$ cat src/rtl/dsss_pkg.sv
// Package: shared mode type and legality rule for the chip spreader.
// Assumes the control field occupies the low three bits of the register.
package dsss_pkg;

    localparam int MODE_W = 3;

    typedef struct packed {
        logic width32;   // 1: 32 chips per symbol, 0: 64
        logic dbl;       // 1: two data bits per symbol
        logic fine;      // sampling choice, no effect on chips
    } mode_t;

    // A 64-chip setting must have both lower bits clear.
    function automatic logic mode_legal(input logic [MODE_W-1:0] f);
        return f[2] || (f[1:0] == 2'b00);
    endfunction

endpackage

$ cat src/rtl/dsss_ctrl_reg.sv
// Control register: stores the mode field, rejects illegal settings and
// raises an error flag for them. Assumes CTRL_W >= MODE_W.
module dsss_ctrl_reg
    import dsss_pkg::*;
#(
    parameter int CTRL_W = 8
) (
    input  logic              clk,
    input  logic              rst_n,
    input  logic              wr,
    input  logic [CTRL_W-1:0] wdata,
    output logic [CTRL_W-1:0] rdata,
    output logic              err,
    output mode_t             mode
);

    localparam int PAD_W = CTRL_W - MODE_W;

    logic [MODE_W-1:0] field;

    // Capture legal settings, flag illegal ones.
    always_ff @(posedge clk) begin
        if (!rst_n) begin
            field <= '0;
            err   <= 1'b0;
        end else if (wr) begin
            if (mode_legal(wdata[MODE_W-1:0])) begin
                field <= wdata[MODE_W-1:0];
                err   <= 1'b0;
            end else begin
                err   <= 1'b1;
            end
        end
    end

    // Readback with reserved bits forced low; decoded mode.
    always_comb begin
        rdata = {{PAD_W{1'b0}}, field};
        mode  = mode_t'(field);
    end

    // an illegal write keeps the setting and raises the flag
    a_r3_bad_write_kept: assert property (@(posedge clk) disable iff (!rst_n)
        (wr && !mode_legal(wdata[MODE_W-1:0])) |=> (err && field == $past(field)));

    // the stored field is always a legal combination
    a_r2_field_legal: assert property (@(posedge clk) disable iff (!rst_n)
        mode_legal(field));

endmodule

$ cat src/rtl/dsss_unpack.sv
// Byte unpacker: holds one byte and hands out bits MSB first, one or two
// per request. Assumes the consumer never asks for more bits than held.
module dsss_unpack #(
    parameter int BYTE_W = 8,
    parameter int NB_W   = $clog2(BYTE_W + 1)
) (
    input  logic              clk,
    input  logic              rst_n,
    input  logic [BYTE_W-1:0] in_data,
    input  logic              in_valid,
    input  logic              in_last,
    input  logic [NB_W-1:0]   in_nbits,
    output logic              in_ready,
    input  logic              take1,
    input  logic              take2,
    output logic [NB_W-1:0]   avail,
    output logic [1:0]        head2,
    output logic              is_last
);

    localparam logic [NB_W-1:0] FULL = NB_W'(BYTE_W);

    logic [BYTE_W-1:0] sh;
    logic [NB_W-1:0]   cnt;
    logic              lst;
    logic [NB_W-1:0]   load_cnt;

    // Bit count for an incoming byte; out-of-range counts mean a full byte.
    always_comb begin
        if (in_last && in_nbits != '0 && in_nbits <= FULL)
            load_cnt = in_nbits;
        else
            load_cnt = FULL;
    end

    // Load a byte when empty, otherwise shift out consumed bits.
    always_ff @(posedge clk) begin
        if (!rst_n) begin
            sh  <= '0;
            cnt <= '0;
            lst <= 1'b0;
        end else if (in_valid && in_ready) begin
            sh  <= in_data;
            cnt <= load_cnt;
            lst <= in_last;
        end else if (take2) begin
            sh  <= {sh[BYTE_W-3:0], 2'b00};
            cnt <= cnt - NB_W'(2);
        end else if (take1) begin
            sh  <= {sh[BYTE_W-2:0], 1'b0};
            cnt <= cnt - NB_W'(1);
        end
    end

    // Status towards the producer and the symbol engine.
    always_comb begin
        in_ready = (cnt == '0);
        avail    = cnt;
        head2    = sh[BYTE_W-1:BYTE_W-2];
        is_last  = lst;
    end

    // a taken byte always leaves bits to consume
    a_r11_accept_fills: assert property (@(posedge clk) disable iff (!rst_n)
        (in_valid && in_ready) |=> (cnt != '0));

    // the engine never draws more bits than are held
    a_r11_no_overdraw: assert property (@(posedge clk) disable iff (!rst_n)
        (take2 |-> cnt >= NB_W'(2)) and (take1 |-> cnt != '0));

endmodule

$ cat src/rtl/dsss_chip_gen.sv
// Symbol engine: picks the code segment and polarity for the next symbol
// from the data bits and mode, then shifts chips out MSB first, one per
// chip strobe. Assumes CODE_W is even; the mode is read at each symbol load.
module dsss_chip_gen
    import dsss_pkg::*;
#(
    parameter int CODE_W = 64,
    parameter int NB_W   = 4,
    parameter int CNT_W  = $clog2(CODE_W + 1)
) (
    input  logic              clk,
    input  logic              rst_n,
    input  mode_t             mode,
    input  logic [CODE_W-1:0] code,
    input  logic              code_sel,
    input  logic              chip_en,
    input  logic [NB_W-1:0]   avail,
    input  logic [1:0]        head2,
    input  logic              is_last,
    output logic              take1,
    output logic              take2,
    output logic              chip_out,
    output logic              chip_vld,
    output logic              sym_start,
    output logic              odd_drop
);

    localparam int HALF = CODE_W / 2;

    logic [CODE_W-1:0] sym_sh;
    logic [CNT_W-1:0]  left;
    logic              inv;
    logic              first;

    logic              idle, pair_mode, load, drop;
    logic [HALF-1:0]   lo, hi, half_pick;
    logic [CODE_W-1:0] seg;
    logic              seg_inv;
    logic [CNT_W-1:0]  seg_len;

    // Decide whether to start a symbol, drop a lone bit, or wait.
    always_comb begin
        idle      = (left == '0);
        pair_mode = mode.width32 & mode.dbl;
        take1     = 1'b0;
        take2     = 1'b0;
        load      = 1'b0;
        drop      = 1'b0;
        if (idle && avail != '0) begin
            if (pair_mode) begin
                if (avail >= NB_W'(2)) begin
                    take2 = 1'b1;
                    load  = 1'b1;
                end else if (is_last) begin
                    take1 = 1'b1;
                    drop  = 1'b1;
                end
            end else begin
                take1 = 1'b1;
                load  = 1'b1;
            end
        end
    end

    // Build the left-aligned segment, its length and polarity.
    always_comb begin
        lo        = code[HALF-1:0];
        hi        = code[CODE_W-1:HALF];
        half_pick = lo;
        if (!mode.width32) begin
            seg     = code;
            seg_len = CNT_W'(CODE_W);
            seg_inv = ~head2[1];
        end else if (pair_mode) begin
            half_pick = head2[1] ? hi : lo;
            seg       = {half_pick, {HALF{1'b0}}};
            seg_len   = CNT_W'(HALF);
            seg_inv   = ~head2[0];
        end else begin
            half_pick = code_sel ? hi : lo;
            seg       = {half_pick, {HALF{1'b0}}};
            seg_len   = CNT_W'(HALF);
            seg_inv   = ~head2[1];
        end
    end

    // Load a symbol when idle, otherwise emit one chip per strobe.
    always_ff @(posedge clk) begin
        if (!rst_n) begin
            sym_sh    <= '0;
            left      <= '0;
            inv       <= 1'b0;
            first     <= 1'b0;
            chip_out  <= 1'b0;
            chip_vld  <= 1'b0;
            sym_start <= 1'b0;
            odd_drop  <= 1'b0;
        end else begin
            chip_vld  <= 1'b0;
            sym_start <= 1'b0;
            odd_drop  <= drop;
            if (load) begin
                sym_sh <= seg;
                left   <= seg_len;
                inv    <= seg_inv;
                first  <= 1'b1;
            end else if (!idle && chip_en) begin
                chip_out  <= sym_sh[CODE_W-1] ^ inv;
                chip_vld  <= 1'b1;
                sym_start <= first;
                first     <= 1'b0;
                sym_sh    <= {sym_sh[CODE_W-2:0], 1'b0};
                left      <= left - CNT_W'(1);
            end
        end
    end

    // every chip follows a strobe on the previous edge
    a_r4_chip_after_en: assert property (@(posedge clk) disable iff (!rst_n)
        chip_vld |-> $past(chip_en));

    // the symbol flag only rides on an emitted chip
    a_r8_start_on_chip: assert property (@(posedge clk) disable iff (!rst_n)
        sym_start |-> chip_vld);

    // lone bits are only dropped in two-bit mode
    a_r10_drop_in_pair_mode: assert property (@(posedge clk) disable iff (!rst_n)
        odd_drop |-> $past(pair_mode));

endmodule

$ cat src/rtl/dsss_spreader.sv
// Top of the chip spreader: control register, code register, byte
// unpacker and symbol engine. Assumes the mode and code are changed only
// between frames; the code is copied into the engine at each symbol load.
module dsss_spreader
    import dsss_pkg::*;
#(
    parameter int CODE_W = 64,
    parameter int BYTE_W = 8,
    parameter int CTRL_W = 8
) (
    input  logic                         clk,
    input  logic                         rst_n,
    input  logic                         cfg_wr,
    input  logic [CTRL_W-1:0]            cfg_wdata,
    output logic [CTRL_W-1:0]            cfg_rdata,
    output logic                         cfg_err,
    input  logic                         code_wr,
    input  logic [CODE_W-1:0]            code_wdata,
    input  logic                         code_sel,
    input  logic [BYTE_W-1:0]            in_data,
    input  logic                         in_valid,
    input  logic                         in_last,
    input  logic [$clog2(BYTE_W+1)-1:0]  in_nbits,
    output logic                         in_ready,
    input  logic                         chip_en,
    output logic                         chip_out,
    output logic                         chip_vld,
    output logic                         sym_start,
    output logic                         odd_drop
);

    localparam int NB_W = $clog2(BYTE_W + 1);

    mode_t             mode;
    logic [CODE_W-1:0] code_q;
    logic              take1, take2, is_last;
    logic [NB_W-1:0]   avail;
    logic [1:0]        head2;

    // Code register, written as a whole.
    always_ff @(posedge clk) begin
        if (!rst_n)
            code_q <= '0;
        else if (code_wr)
            code_q <= code_wdata;
    end

    dsss_ctrl_reg #(.CTRL_W(CTRL_W)) u_ctrl (
        .clk   (clk),
        .rst_n (rst_n),
        .wr    (cfg_wr),
        .wdata (cfg_wdata),
        .rdata (cfg_rdata),
        .err   (cfg_err),
        .mode  (mode)
    );

    dsss_unpack #(.BYTE_W(BYTE_W), .NB_W(NB_W)) u_unpack (
        .clk      (clk),
        .rst_n    (rst_n),
        .in_data  (in_data),
        .in_valid (in_valid),
        .in_last  (in_last),
        .in_nbits (in_nbits),
        .in_ready (in_ready),
        .take1    (take1),
        .take2    (take2),
        .avail    (avail),
        .head2    (head2),
        .is_last  (is_last)
    );

    dsss_chip_gen #(.CODE_W(CODE_W), .NB_W(NB_W)) u_gen (
        .clk       (clk),
        .rst_n     (rst_n),
        .mode      (mode),
        .code      (code_q),
        .code_sel  (code_sel),
        .chip_en   (chip_en),
        .avail     (avail),
        .head2     (head2),
        .is_last   (is_last),
        .take1     (take1),
        .take2     (take2),
        .chip_out  (chip_out),
        .chip_vld  (chip_vld),
        .sym_start (sym_start),
        .odd_drop  (odd_drop)
    );

endmodule

$ cat config.mk
export PLATFORM = sky130hd
export DESIGN_NAME = dsss_spreader
export DESIGN_NICKNAME = d
export VERILOG_FILES = /design/src/rtl/dsss_pkg.sv /design/src/rtl/dsss_ctrl_reg.sv /design/src/rtl/dsss_unpack.sv /design/src/rtl/dsss_chip_gen.sv /design/src/rtl/dsss_spreader.sv
export SDC_FILE = /design/constraint.sdc
export NUM_CORES = 1
export LEC_CHECK = 0
export ABC_CLOCK_PERIOD_IN_PS = 5920
export BUFFER_PORTS_ARGS = -buffer_cell sky130_fd_sc_hd__buf_2
export CORE_MARGIN = 4
export CORE_UTILIZATION = 55
export DETAILED_ROUTE_END_ITERATION = 10
export GPL_TIMING_DRIVEN = 0
export HOLD_SLACK_MARGIN = 0.15
export PLACE_DENSITY_LB_ADDON = 0.15
export SKIP_CTS_REPAIR_TIMING = 1
export SYNTH_ARGS = -nofsm -noshare
export SYNTH_HDL_FRONTEND = slang
export SYNTH_SLANG_ARGS = --single-unit
$ cat constraint.sdc
create_clock -name clk -period 5.92 [get_ports clk]
set_input_delay 0.888 -clock clk [delete_from_list [all_inputs] [get_ports clk]]
set_output_delay 0.888 -clock clk [all_outputs]
set_load 0.02 [all_outputs]
==> metrics.log, run 1 <==
[metrics] result of the run: completed
[metrics] post-synthesis compound-gate area fraction: approximately 21%
[metrics] core outline area: 13350 um2
[metrics] most frequent cell after synthesis: sky130_fd_sc_hd__dfxtp_1
[metrics] overall die area: 15660 um2
[metrics] worst-case vdd ir drop: 371.8 uV
[metrics] Critical path origin: u_unpack.avail[1]$_SDFFE_PN0P_
[metrics] cell taking the most area after synthesis: sky130_fd_sc_hd__dfxtp_1
[metrics] Yosys Warn Count: 0
[metrics] detail-routed net length per standard cell: between 15 and 20 um
[metrics] TNS Setup: 0 ns
[metrics] total area of multi-input combinational cells: about 4000 um2
[metrics] ratio of final minimum period to clock period: 52.62%
[metrics] Final Worst Setup Slack: 2.805 ns
[metrics] number of antenna violations at the first check in global routing: 0
[metrics] adder and majority cell fraction of the synthesized area: 0.9949%
[metrics] DRC Markers: 0
[metrics] total area of sequential cells: 3163 um2
[metrics] PortBufs: 93
[metrics] P per Cell Area: 566.3 nW/um2
[metrics] start point of the worst min-delay path: u_gen.first$_SDFFE_PN0P_
[metrics] worst hold path type: reg -> reg
[metrics] r2r startpoint: u_unpack.avail[1]$_SDFFE_PN0P_
[metrics] Setup-failing EPs final: 0
[metrics] combinational family with the most area after synthesis: compound AO/OA/AOI/OAI gates
[metrics] aggregate global routing overflow: 0
[metrics] worst-case clock buffer depth: 2
[metrics] cell type group with the largest total delay on the critical path: buffers and inverters
[metrics] proportion of netlist area held by the largest area contributor: between 40% and 50%
[metrics] wire length after detailed routing: 20570 um
[metrics] Num CTS Buffers: 17
[metrics] required time reported for the critical path endpoint: 5.03 ns
[metrics] maximum cell stage delay along the critical path: 0.40 ns
[metrics] clock edge transition at the registers on the reported setup and hold paths: 0.06 ns
[metrics] post-synthesis cell area: 7546 um2
[metrics] vias in the first global route: 6487
[metrics] Via Count: 6759
[metrics] FMAX: 0.3210 GHz
[metrics] number of enable flip-flop cells after synthesis: 0
[metrics] TritonCTS Sinks: 158
[metrics] chip width: 125.1 um
[metrics] Lkg Pwr: 3.594 nW
[metrics] Worst Path Buf+Inv: 4
[metrics] worst skew pair latency: 0.43 ns
[metrics] actual slew at the worst max-slew pin: 0.8272 ns
[metrics] share of cells above drive strength 1: around a fifth
[metrics] area growth from synthesis to layout: 16.90%
[metrics] power after layout: roughly 0.0050 W
[metrics] distinct cell type count after synthesis: 60
[metrics] total global-route track usage: 26.16%
[metrics] Most used DFF post-synth: sky130_fd_sc_hd__dfxtp_1
[metrics] CTS root buffer: sky130_fd_sc_hd__clkbuf_16
[metrics] count of antenna diodes in the layout: 0
[metrics] Clock Skew: 0.007595 ns
[metrics] max-slew violations: 0
[metrics] capturing element type of the critical path: output pin
[metrics] clock tree from TritonCTS: yes
[metrics] sequential-to-total area share from yosys stat: 41.92%
[metrics] weighted congestion reported at the end of routability-driven placement: 0.8979
[metrics] Fin. Hold Viols: 0
[metrics] reported max-cap violation count: 0
[metrics] routed via count divided by cell count: 5.842
[metrics] worst path arrival time: 2.23 ns
[metrics] number of design-rule violations left by the first detailed-router iteration: 515
[metrics] flip-flop and latch count after synthesis: 158
[metrics] H-tree depth reported by CTS: 4
[metrics] CP Launch Type: register
[metrics] NumNets Final: roughly 1100
[metrics] fin crit period: slightly above 3 ns
[metrics] mean area per synthesized cell: 8.846 um2
[metrics] Initial Utilization: 56.53%
[metrics] largest fanout of any net on the critical path: 10
[metrics] DP Worst Slack: about 3.3 ns
[metrics] wire length of the first global-routing pass: 33060 um
[metrics] Post-synth ARST share: 0%
[metrics] number of ports placed on the die boundary: 106
[metrics] setup repair after global routing missed its margin: no
[metrics] crit path cell chain: inv_1, ha_1, nor2b_1, nand2b_1, inv_2, buf_1, buf_2
[metrics] first-pass iteration count of the detailed router: 7
[metrics] dominant cells by area after synthesis: sky130_fd_sc_hd__dfxtp_1 (42%), sky130_fd_sc_hd__mux2i_1 (9.0%), sky130_fd_sc_hd__nor2b_1 (5.8%)
[metrics] maximum number of pins on one net before global-route repair: 17
[metrics] list of most frequent post-synthesis cells: sky130_fd_sc_hd__dfxtp_1 (158), sky130_fd_sc_hd__nand2_1 (90), sky130_fd_sc_hd__nor2b_1 (70)
[metrics] antenna violation net count after detailed routing: 0
[metrics] site row count: 42
[metrics] simple logic cell fraction of the synthesized area: 20.64%
[metrics] placed wire-length estimate: 14740 um
[metrics] Die Y-Extent: about 130 um
[metrics] Slew Limit Headroom: between 40% and 50%
[metrics] Filler Cells Inserted: 1144
[metrics] CP Class: reg -> out
[metrics] CP max stage cell: sky130_fd_sc_hd__buf_1
[metrics] area share of xor/xnor cells in the synthesized design: 0.5803%
[metrics] gate count after technology mapping: between 800 and 900
[metrics] share of cell area taken by muxes after synthesis: 9.169%
## kinds of logic after synthesis
kind of cell | count (synthesis)
flip-flops | 158
other | 1
adder cells (fa/ha/maj) | 6
multiplexers | 69
XOR/XNOR | 5
AO/OA/AOI/OAI | 222
AND/OR/NAND/NOR | 301
buffers and inverters | 91
## sequential cells by signal, indices dropped and copies added, names as in the netlist
register	cells
u_unpack.sh	8
u_ctrl.err	1
code_q	64
u_gen.left	7
u_ctrl.mode	3
u_gen.sym_sh	64
u_gen.inv	1
u_unpack.avail	4
u_gen.odd_drop	1
u_gen.first	1
u_gen.sym_start	1
u_gen.chip_out	1
u_unpack.is_last	1
u_gen.chip_vld	1
## cell type report
cell class,count,share of cell area (%)
clock inverters,11,1.333
repair buffers,93,5.277
clock buffers,20,5.177
plain buffers,75,3.745
multi-input cells,608,45.43
flip-flops and latches,158,35.86
well taps,176,2.496
inverters,16,0.6809
## placed cells by master (no fill, tap or decap), types with 26 or more instances in the layout
master and count:
sky130_fd_sc_hd__dfxtp_1 158, sky130_fd_sc_hd__buf_2 114, sky130_fd_sc_hd__nand2_1 90, sky130_fd_sc_hd__nor2b_1 70
sky130_fd_sc_hd__mux2i_1 68, sky130_fd_sc_hd__o21ai_0 57, sky130_fd_sc_hd__nor2_1 51, sky130_fd_sc_hd__clkbuf_1 42
sky130_fd_sc_hd__a21oi_1 32, sky130_fd_sc_hd__nand3_1 32, sky130_fd_sc_hd__a221oi_1 31, sky130_fd_sc_hd__nand2b_1 27
sky130_fd_sc_hd__o221a_2 26
## tightest hold or removal path, cell delays in order, from the launching register on
cell and delay, ns:
sky130_fd_sc_hd__dfxtp_1 0.32, sky130_fd_sc_hd__nand2_1 0.05, sky130_fd_sc_hd__a21boi_0 0.07
## per-layer routing
metal | track usage [%] | up-vias | part of all wire (%)
met5 | 0 | - | 0
met4 | 11.67 | 0 | 3.5
met3 | 6.226 | 48 | 6.4
met2 | 42.80 | 246 | 47
met1 | 32.94 | 3179 | 43
li1 | - | 3286 | -
## report_power, final
group | internal, W | leakage (nW) | switching [W]
registers | 0.00138 | 1.30 | 0.000209
clock network | 0.000637 | 0.281 | 0.000439
logic | 0.000937 | 2.01 | 0.00139
## worst paths after layout
kind	slack, ns	end	cells after the start
worst min register to register	0.49	u_gen.first$_SDFFE_PN0P_	2
worst min-delay path	0.49	u_gen.first$_SDFFE_PN0P_	2
worst max register to register	3.25	u_gen.sym_sh[16]$_SDFFE_PN0P_	11
worst max-delay path	2.80	in_ready	7
## through the flow
step	hold WS [ns]	utilization, %	std cells	cell area (um2)
global placement	0.4712	61.78	1126	8247
global route	0.5088	66.09	1157	8821
detailed placement	0.4767	61.78	1126	8247
finish	0.4870	66.09	1157	8821
CTS	0.4884	66.09	1157	8821
floorplan	0.4390	-	857	7561
(Power assumes the default switching activity.)
==> run 2: changes to the inputs <==
--- a/config.mk
+++ b/config.mk
@@ -5,10 +5,10 @@
 export SDC_FILE = /design/constraint.sdc
 export NUM_CORES = 1
 export LEC_CHECK = 0
-export ABC_CLOCK_PERIOD_IN_PS = 5920
+export ABC_CLOCK_PERIOD_IN_PS = 2800
 export BUFFER_PORTS_ARGS = -buffer_cell sky130_fd_sc_hd__buf_2
 export CORE_MARGIN = 4
-export CORE_UTILIZATION = 55
+export CORE_UTILIZATION = 52
 export DETAILED_ROUTE_END_ITERATION = 10
 export GPL_TIMING_DRIVEN = 0
 export HOLD_SLACK_MARGIN = 0.15
==> constraint.sdc (replaced) <==
create_clock -name clk -period 2.8 [get_ports clk]
set_input_delay 0.42 -clock clk [delete_from_list [all_inputs] [get_ports clk]]
set_output_delay 0.42 -clock clk [all_outputs]
set_load 0.02 [all_outputs]
==> run 2 against run 1 <==
Net effect:
- critical endpoint is now u_gen.sym_sh[61]$_SDFFE_PN0P_
- register-to-register slack worse by 3.0 ns
- clock skew is 0.0022 ns higher
- critical path type is now reg -> reg
- power is 110% higher
==> metrics.log, run 2 (synthesis gave the netlist of run 1 again) <==
[metrics] result of the run: completed (unchanged)
[metrics] Initial Utilization: 53.74% (was 56.53%)
[metrics] CP max stage cell: sky130_fd_sc_hd__dfxtp_1 (was sky130_fd_sc_hd__buf_1)
[metrics] Critical path origin: u_unpack.avail[1]$_SDFFE_PN0P_ (unchanged)
[metrics] post-route worst hold slack: 0.2390 ns (was 0.4870 ns)
[metrics] aggregate global routing overflow: 0 (unchanged)
[metrics] DRC Markers: 0 (unchanged)
[metrics] core outline area: 14040 um2 (was 13350 um2)
[metrics] antenna violation net count after detailed routing: 0 (unchanged)
[metrics] maximum cell stage delay along the critical path: 0.47 ns (was 0.40 ns)
[metrics] P per Cell Area: 1197 nW/um2 (was 566.3 nW/um2)
[metrics] met1 capacity usage during global routing: 33.07% (was 32.94%)
[metrics] CP Launch Type: register (unchanged)
[metrics] number of antenna violations at the first check in global routing: 0 (unchanged)
[metrics] H-tree depth reported by CTS: 4 (unchanged)
[metrics] wire length after detailed routing: 20720 um (was 20570 um)
[metrics] final design utilization: 62.90% (was 66.09%)
[metrics] share of cells above drive strength 1: 20.37% (was 19.67%)
[metrics] worst path arrival time: 2.95 ns (was 2.23 ns)
[metrics] start point of the worst min-delay path: code_wdata[58] (was u_gen.first$_SDFFE_PN0P_)
[metrics] clock edge transition at the registers on the reported setup and hold paths: 0.07 ns (was 0.06 ns)
[metrics] max-slew violations: 0 (unchanged)
[metrics] required time reported for the critical path endpoint: 3.16 ns (was 5.03 ns)
[metrics] DP Worst Slack: 0.1997 ns (was 3.274 ns)
[metrics] NumNets Final: 1067 (unchanged)
[metrics] Die Y-Extent: 128.5 um (was 125.1 um)
[metrics] Setup-failing EPs final: 0 (unchanged)
[metrics] CTS root buffer: sky130_fd_sc_hd__clkbuf_16 (unchanged)
[metrics] largest fanout of any net on the critical path: 10 (unchanged)
[metrics] number of design-rule violations left by the first detailed-router iteration: 445 (was 515)
[metrics] clock tree from TritonCTS: yes (unchanged)
[metrics] TNS Setup: 0 ns (unchanged)
[metrics] top library cells by usage in the layout, fill and taps aside: sky130_fd_sc_hd__dfxtp_1 (158), sky130_fd_sc_hd__buf_2 (113), sky130_fd_sc_hd__nand2_1 (90) (was sky130_fd_sc_hd__dfxtp_1 (158), sky130_fd_sc_hd__buf_2 (114), sky130_fd_sc_hd__nand2_1 (90))
[metrics] Via Count: 6749 (was 6759)
[metrics] biggest regs: code_q: 64 flops, u_gen.sym_sh: 64 flops, u_unpack.sh: 8 flops (unchanged)
[metrics] GR met2 Demand/Resource: 42.87% (was 42.80%)
[metrics] vias in the first global route: 6603 (was 6487)
[metrics] worst skew pair latency: 0.44 ns (was 0.43 ns)
[metrics] fin crit period: 2.589 ns
[metrics] most crowded layer after global routing: met2 (unchanged)
[metrics] PortBufs: 93 (unchanged)
[metrics] reported max-cap violation count: 0 (unchanged)
[metrics] TritonCTS Sinks: 158 (unchanged)
[metrics] total global-route track usage: 26.07% (was 26.16%)
[metrics] wire length of the first global-routing pass: 34020 um (was 33060 um)
[metrics] fraction of met3 tracks used by global routing: 5.604% (was 6.226%)
[metrics] Lkg Pwr: 3.601 nW (was 3.594 nW)
[metrics] chip width: 128.5 um (was 125.1 um)
[metrics] weighted congestion reported at the end of routability-driven placement: 0.8887 (was 0.8979)
[metrics] cell area after placement: 8252 um2 (was 8247 um2)
[metrics] placed wire-length estimate: 15030 um (was 14740 um)
[metrics] worst reg2reg setup slack: 0.21 ns (was 3.25 ns)
[metrics] first-pass iteration count of the detailed router: 5 (was 7)
[metrics] crit path cell chain: inv_1, ha_1, nor2b_1, nand2b_1, inv_2, a21oi_1, clkbuf_4, nand3_2, clkbuf_1, a21o_1, a31oi_1 (was inv_1, ha_1, nor2b_1, nand2b_1, inv_2, buf_1, buf_2)
[metrics] worst-case clock buffer depth: 2 (unchanged)
[metrics] Post-Layout Inst Area: 8832 um2 (was 8821 um2)
[metrics] routed via count divided by cell count: 5.808 (was 5.842)
[metrics] overall die area: 16500 um2 (was 15660 um2)
[metrics] Num CTS Buffers: 17 (unchanged)
[metrics] Filler Cells Inserted: 1220 (was 1144)
[metrics] actual slew at the worst max-slew pin: 0.8347 ns (was 0.8272 ns)
[metrics] FMAX: 0.3862 GHz
[metrics] setup repair after global routing missed its margin: no (unchanged)
[metrics] worst hold path type: in -> reg (was reg -> reg)
[metrics] Clock Skew: 0.009796 ns (was 0.007595 ns)
[metrics] CP Class: reg -> reg (was reg -> out)
[metrics] Final Worst Setup Slack: 0.2106 ns (was 2.805 ns)
[metrics] number of ports placed on the die boundary: 106 (unchanged)
[metrics] capturing element type of the critical path: register (was output pin)
[metrics] most common cell after layout, fill and taps aside: sky130_fd_sc_hd__dfxtp_1 (unchanged)
[metrics] detail-routed net length per standard cell: 17.83 um (was 17.78 um)
[metrics] Fin. Hold Viols: 0 (unchanged)
[metrics] count of antenna diodes in the layout: 0 (unchanged)
[metrics] Slew Limit Headroom: 44.35% (was 44.85%)
[metrics] site row count: 43 (was 42)
[metrics] maximum number of pins on one net before global-route repair: 17 (unchanged)
[metrics] ratio of final minimum period to clock period: 92.48%
[metrics] area growth from synthesis to layout: 17.05% (was 16.90%)
[metrics] r2r startpoint: u_unpack.avail[1]$_SDFFE_PN0P_ (unchanged)
[metrics] worst-case vdd ir drop: 585.9 uV (was 371.8 uV)
run 2: cell types whose count changed in the layout (fill, tap and decap cells not counted), sizes merged:
| cell | change |
|---|---|
| inv | +6 |
| buf | -2 |
| bufinv | -1 |
| clkinv | -4 |
| clkbuf | +1 |
| clkinvlp | +1 |
run 2: worst max-delay path, delay by kind of cell (launching register included):
kind | cells | cell delay, ns
fa+ha+maj | 1 | 0.21
buf+inv | 4 | 0.80
compound gates | 3 | 0.59
simple gates | 3 | 0.44
flops | 1 | 0.47
run 2: through the flow:
stage | power, W | cells
finish | 0.01057 | 1162
detailed placement | 0.008232 | 1130
CTS | 0.01051 | 1162
global placement | 0.008182 | 1130
floorplan | 0.007032 | 857
global route | 0.01134 | 1162
run 2: path summary, 6_finish.rpt:
path / end / cells past startpoint
hold reg to reg: u_ctrl.mode[0]$_SDFFE_PN0P_ / 2
setup reg to reg: u_gen.sym_sh[61]$_SDFFE_PN0P_ / 11
hold / removal: code_q[58]$_SDFFE_PN0P_ / 3
setup / recovery: u_gen.sym_sh[61]$_SDFFE_PN0P_ / 11
run 2: routing by layer:
layer / up-vias / share of wire [%]
met1: 3180 / 43
met3: 40 / 5.4
met5: - / 0
li1: 3291 / -
met2: 238 / 48
met4: 0 / 3.4
run 2: layout make-up:
type	instances	area [um2]	area share [%]
Multi-Input combinational cell	608	4008	45.37
Sequential cell	158	3163	35.81
Timing Repair Buffer	93	465.4	5.270
Clock buffer	19	442.9	5.015
Buffer	75	340.3	3.853
Tap cell	180	225.2	2.550
Clock inverter	13	127.6	1.445
Inverter	16	60.06	0.6800
run 2: power by group:
part           internal (W)  total, W  leakage (nW)  switching [W]
Clock               0.00126   0.00227         0.272        0.00101
Sequential          0.00291   0.00335          1.30       0.000433
Combinational       0.00200   0.00496          2.03        0.00295
==> run 3: changes to the inputs <==
==> constraint.sdc (replaced) <==
create_clock -name clk -period 2.8 [get_ports clk]
set_input_delay 0.28 -clock clk [delete_from_list [all_inputs] [get_ports clk]]
set_output_delay 0.28 -clock clk [all_outputs]
set_load 0.02 [all_outputs]
==> run 3 against run 2 <==
Net effect:
- sequential cell count did not move
- die area stayed put
- power is 0.56% higher
- sequential share of layout area fell by 1.6 points
- combinational power is 1% higher
- critical path type unchanged
- critical endpoint unchanged
- largest cell class unchanged
- largest power group unchanged
==> metrics.log, run 3 (synthesis gave the netlist of run 1 again) <==
[metrics] ratio of final minimum period to clock period: 93.09% (was 92.48%)
[metrics] required time reported for the critical path endpoint: 3.16 ns (about the same)
[metrics] area growth from synthesis to layout: 22.47% (was 17.05%)
[metrics] share of cells above drive strength 1: 19.45% (was 20.37%)
[metrics] vias in the first global route: 6603 (unchanged)
[metrics] capturing element type of the critical path: register (unchanged)
[metrics] TNS Setup: 0 ns (unchanged)
[metrics] Initial Utilization: 53.74% (unchanged)
[metrics] Slew Limit Headroom: 43.97% (was 44.35%)
[metrics] Clock Skew: 0.01002 ns (was 0.009796 ns)
[metrics] top library cells by usage in the layout, fill and taps aside: sky130_fd_sc_hd__dfxtp_1 (158), sky130_fd_sc_hd__buf_2 (113), sky130_fd_sc_hd__nand2_1 (90) (unchanged)
[metrics] worst hold path type: in -> reg (unchanged)
[metrics] Lkg Pwr: 3.769 nW (was 3.601 nW)
[metrics] result of the run: completed (unchanged)
[metrics] Filler Cells Inserted: 1168 (was 1220)
[metrics] aggregate global routing overflow: 0 (unchanged)
[metrics] reported max-cap violation count: 0 (unchanged)
[metrics] CP Launch Type: register (unchanged)
[metrics] antenna violation net count after detailed routing: 0 (unchanged)
[metrics] H-tree depth reported by CTS: 4 (unchanged)
[metrics] Die Y-Extent: 128.5 um (unchanged)
[metrics] TritonCTS Sinks: 158 (unchanged)
[metrics] internal cell power: 0.006215 W (was 0.006182 W)
[metrics] chip width: 128.5 um (unchanged)
[metrics] number of antenna violations at the first check in global routing: 0 (unchanged)
[metrics] largest fanout of any net on the critical path: 10 (unchanged)
[metrics] Clk pwr share: 21.4% (was 21.5%)
[metrics] crit path cell chain: inv_1, ha_1, nor2b_1, nand2b_1, inv_2, a21oi_1, clkbuf_4, nand3_2, clkbuf_1, a21o_1, a31oi_1 (unchanged)
[metrics] Setup-failing EPs final: 0 (unchanged)
[metrics] worst-case clock buffer depth: 2 (unchanged)
[metrics] setup repair after global routing missed its margin: no (unchanged)
[metrics] PortBufs: 93 (unchanged)
[metrics] fin crit period: 2.606 ns (was 2.589 ns)
[metrics] detail-routed net length per standard cell: 18.01 um (was 17.83 um)
[metrics] start point of the worst min-delay path: code_wdata[56] (was code_wdata[58])
[metrics] wire length after detailed routing: 21670 um (was 20720 um)
[metrics] maximum number of pins on one net before global-route repair: 17 (unchanged)
[metrics] worst path arrival time: 2.97 ns (was 2.95 ns)
[metrics] routed via count divided by cell count: 5.759 (was 5.808)
[metrics] Via Count: 6928 (was 6749)
[metrics] clock edge transition at the registers on the reported setup and hold paths: 0.07 ns (about the same)
[metrics] FMAX: 0.3837 GHz (was 0.3862 GHz)
[metrics] share of power burned in registers: 31.5% (was 31.6%)
[metrics] total area of multi-input combinational cells: 4008 um2 (unchanged)
[metrics] core outline area: 14040 um2 (unchanged)
[metrics] CP Class: reg -> reg (unchanged)
[metrics] total area of sequential cells: 3163 um2 (unchanged)
[metrics] Critical path origin: u_unpack.avail[1]$_SDFFE_PN0P_ (unchanged)
[metrics] NumNets Final: 1108 (was 1067)
[metrics] P per Cell Area: 1150 nW/um2 (was 1197 nW/um2)
[metrics] max-slew violations: 0 (unchanged)
[metrics] first-pass iteration count of the detailed router: 5 (unchanged)
[metrics] worst-case vdd ir drop: 584.7 uV (was 585.9 uV)
[metrics] worst skew pair latency: 0.44 ns (about the same)
[metrics] r2r startpoint: u_unpack.avail[1]$_SDFFE_PN0P_ (unchanged)
[metrics] Gate power share: 47.2% (was 46.9%)
[metrics] placed wire-length estimate: 15030 um (unchanged)
[metrics] switching pwr: 0.004416 W (was 0.004390 W)
[metrics] weighted congestion reported at the end of routability-driven placement: 0.8887 (unchanged)
[metrics] Fin. Hold Viols: 0 (unchanged)
[metrics] number of ports placed on the die boundary: 106 (unchanged)
[metrics] wire length of the first global-routing pass: 34020 um (unchanged)
[metrics] clock tree from TritonCTS: yes (unchanged)
[metrics] total global-route track usage: 26.07% (unchanged)
[metrics] number of design-rule violations left by the first detailed-router iteration: 483 (was 445)
[metrics] CP max stage cell: sky130_fd_sc_hd__dfxtp_1 (unchanged)
[metrics] CTS root buffer: sky130_fd_sc_hd__clkbuf_16 (unchanged)
[metrics] Num CTS Buffers: 17 (unchanged)
[metrics] maximum cell stage delay along the critical path: 0.48 ns (was 0.47 ns)
[metrics] final design utilization: 65.81% (was 62.90%)
[metrics] power after layout: 0.01063 W (was 0.01057 W)
[metrics] most common cell after layout, fill and taps aside: sky130_fd_sc_hd__dfxtp_1 (unchanged)
[metrics] biggest regs: code_q: 64 flops, u_gen.sym_sh: 64 flops, u_unpack.sh: 8 flops (unchanged)
[metrics] count of antenna diodes in the layout: 0 (unchanged)
[metrics] actual slew at the worst max-slew pin: 0.8405 ns (was 0.8347 ns)
[metrics] site row count: 43 (unchanged)
[metrics] DRC Markers: 0 (unchanged)
[metrics] share of total power consumed by net switching: 41.54% (was 41.53%)
[metrics] overall die area: 16500 um2 (unchanged)
## run 3: changes by cell type in the layout (fill, tap and decap cells not counted), sizes merged
| cell | change |
|---|---|
| dlygate4sd3 | +41 |
| buf | +1 |
| clkbuf | -1 |
## run 3: per-layer routing
metal  track usage (%)  up-vias  share of wire [%]
li1                  -     3372                  -
met1             33.07     3291                 43
met2             42.87      217                 49
met3             5.604       48                4.7
met4             11.30        0                3.7
met5                 0        -                  0
## run 3: cell type report
type,count,area share (%)
inverters,16,0.6499
repair buffers,134,9.477
flip-flops and latches,158,34.23
well taps,180,2.437
multi-input cells,608,43.37
plain buffers,75,3.669
clock buffers,19,4.793
clock inverters,13,1.381
## run 3: path summary, 6_finish.rpt
| kind | slack (ns) | end | cells past startpoint |
|---|---|---|---|
| worst max-delay path | 0.19 | u_gen.sym_sh[61]$_SDFFE_PN0P_ | 11 |
| worst min register to register | 0.48 | u_ctrl.mode[0]$_SDFFE_PN0P_ | 2 |
| worst max register to register | 0.19 | u_gen.sym_sh[61]$_SDFFE_PN0P_ | 11 |
| worst min-delay path | 0.10 | code_q[56]$_SDFFE_PN0P_ | 3 |
## run 3: power by group through the flow
stage	clock [W]	sequential (W)	combinational [W]
after floorplan	0	0.00326	0.00377
after global placement	0	0.00337	0.00481
after detailed placement	0	0.00336	0.00487
after CTS	0.00229	0.00333	0.00489
after global routing	0.00239	0.00341	0.00558
final	0.00227	0.00335	0.00502
## run 3: worst max-delay path: cells and delay by family (launching register included)
family                   cells  cell delay, ns
AO/OA/AOI/OAI                3            0.59
adder cells (fa/ha/maj)      1            0.21
AND/OR/NAND/NOR              3            0.43
flip-flops                   1            0.48
buffers and inverters        4            0.81
## run 3: stage by stage
step | setup WS [ns] | std cells | hold slack [ns] | area (um2)
3_3_place_gp | 0.2243 | 1130 | 0.4684 | 8252
3_5_place_dp | 0.1997 | 1130 | 0.4799 | 8252
2_1_floorplan | 0.6375 | 857 | 0.4361 | 7561
6_report | 0.1936 | 1203 | 0.1047 | 9241
4_1_cts | 0.1685 | 1162 | 0.08808 | 8822
5_1_grt | 0.01125 | 1203 | 0.1451 | 9241
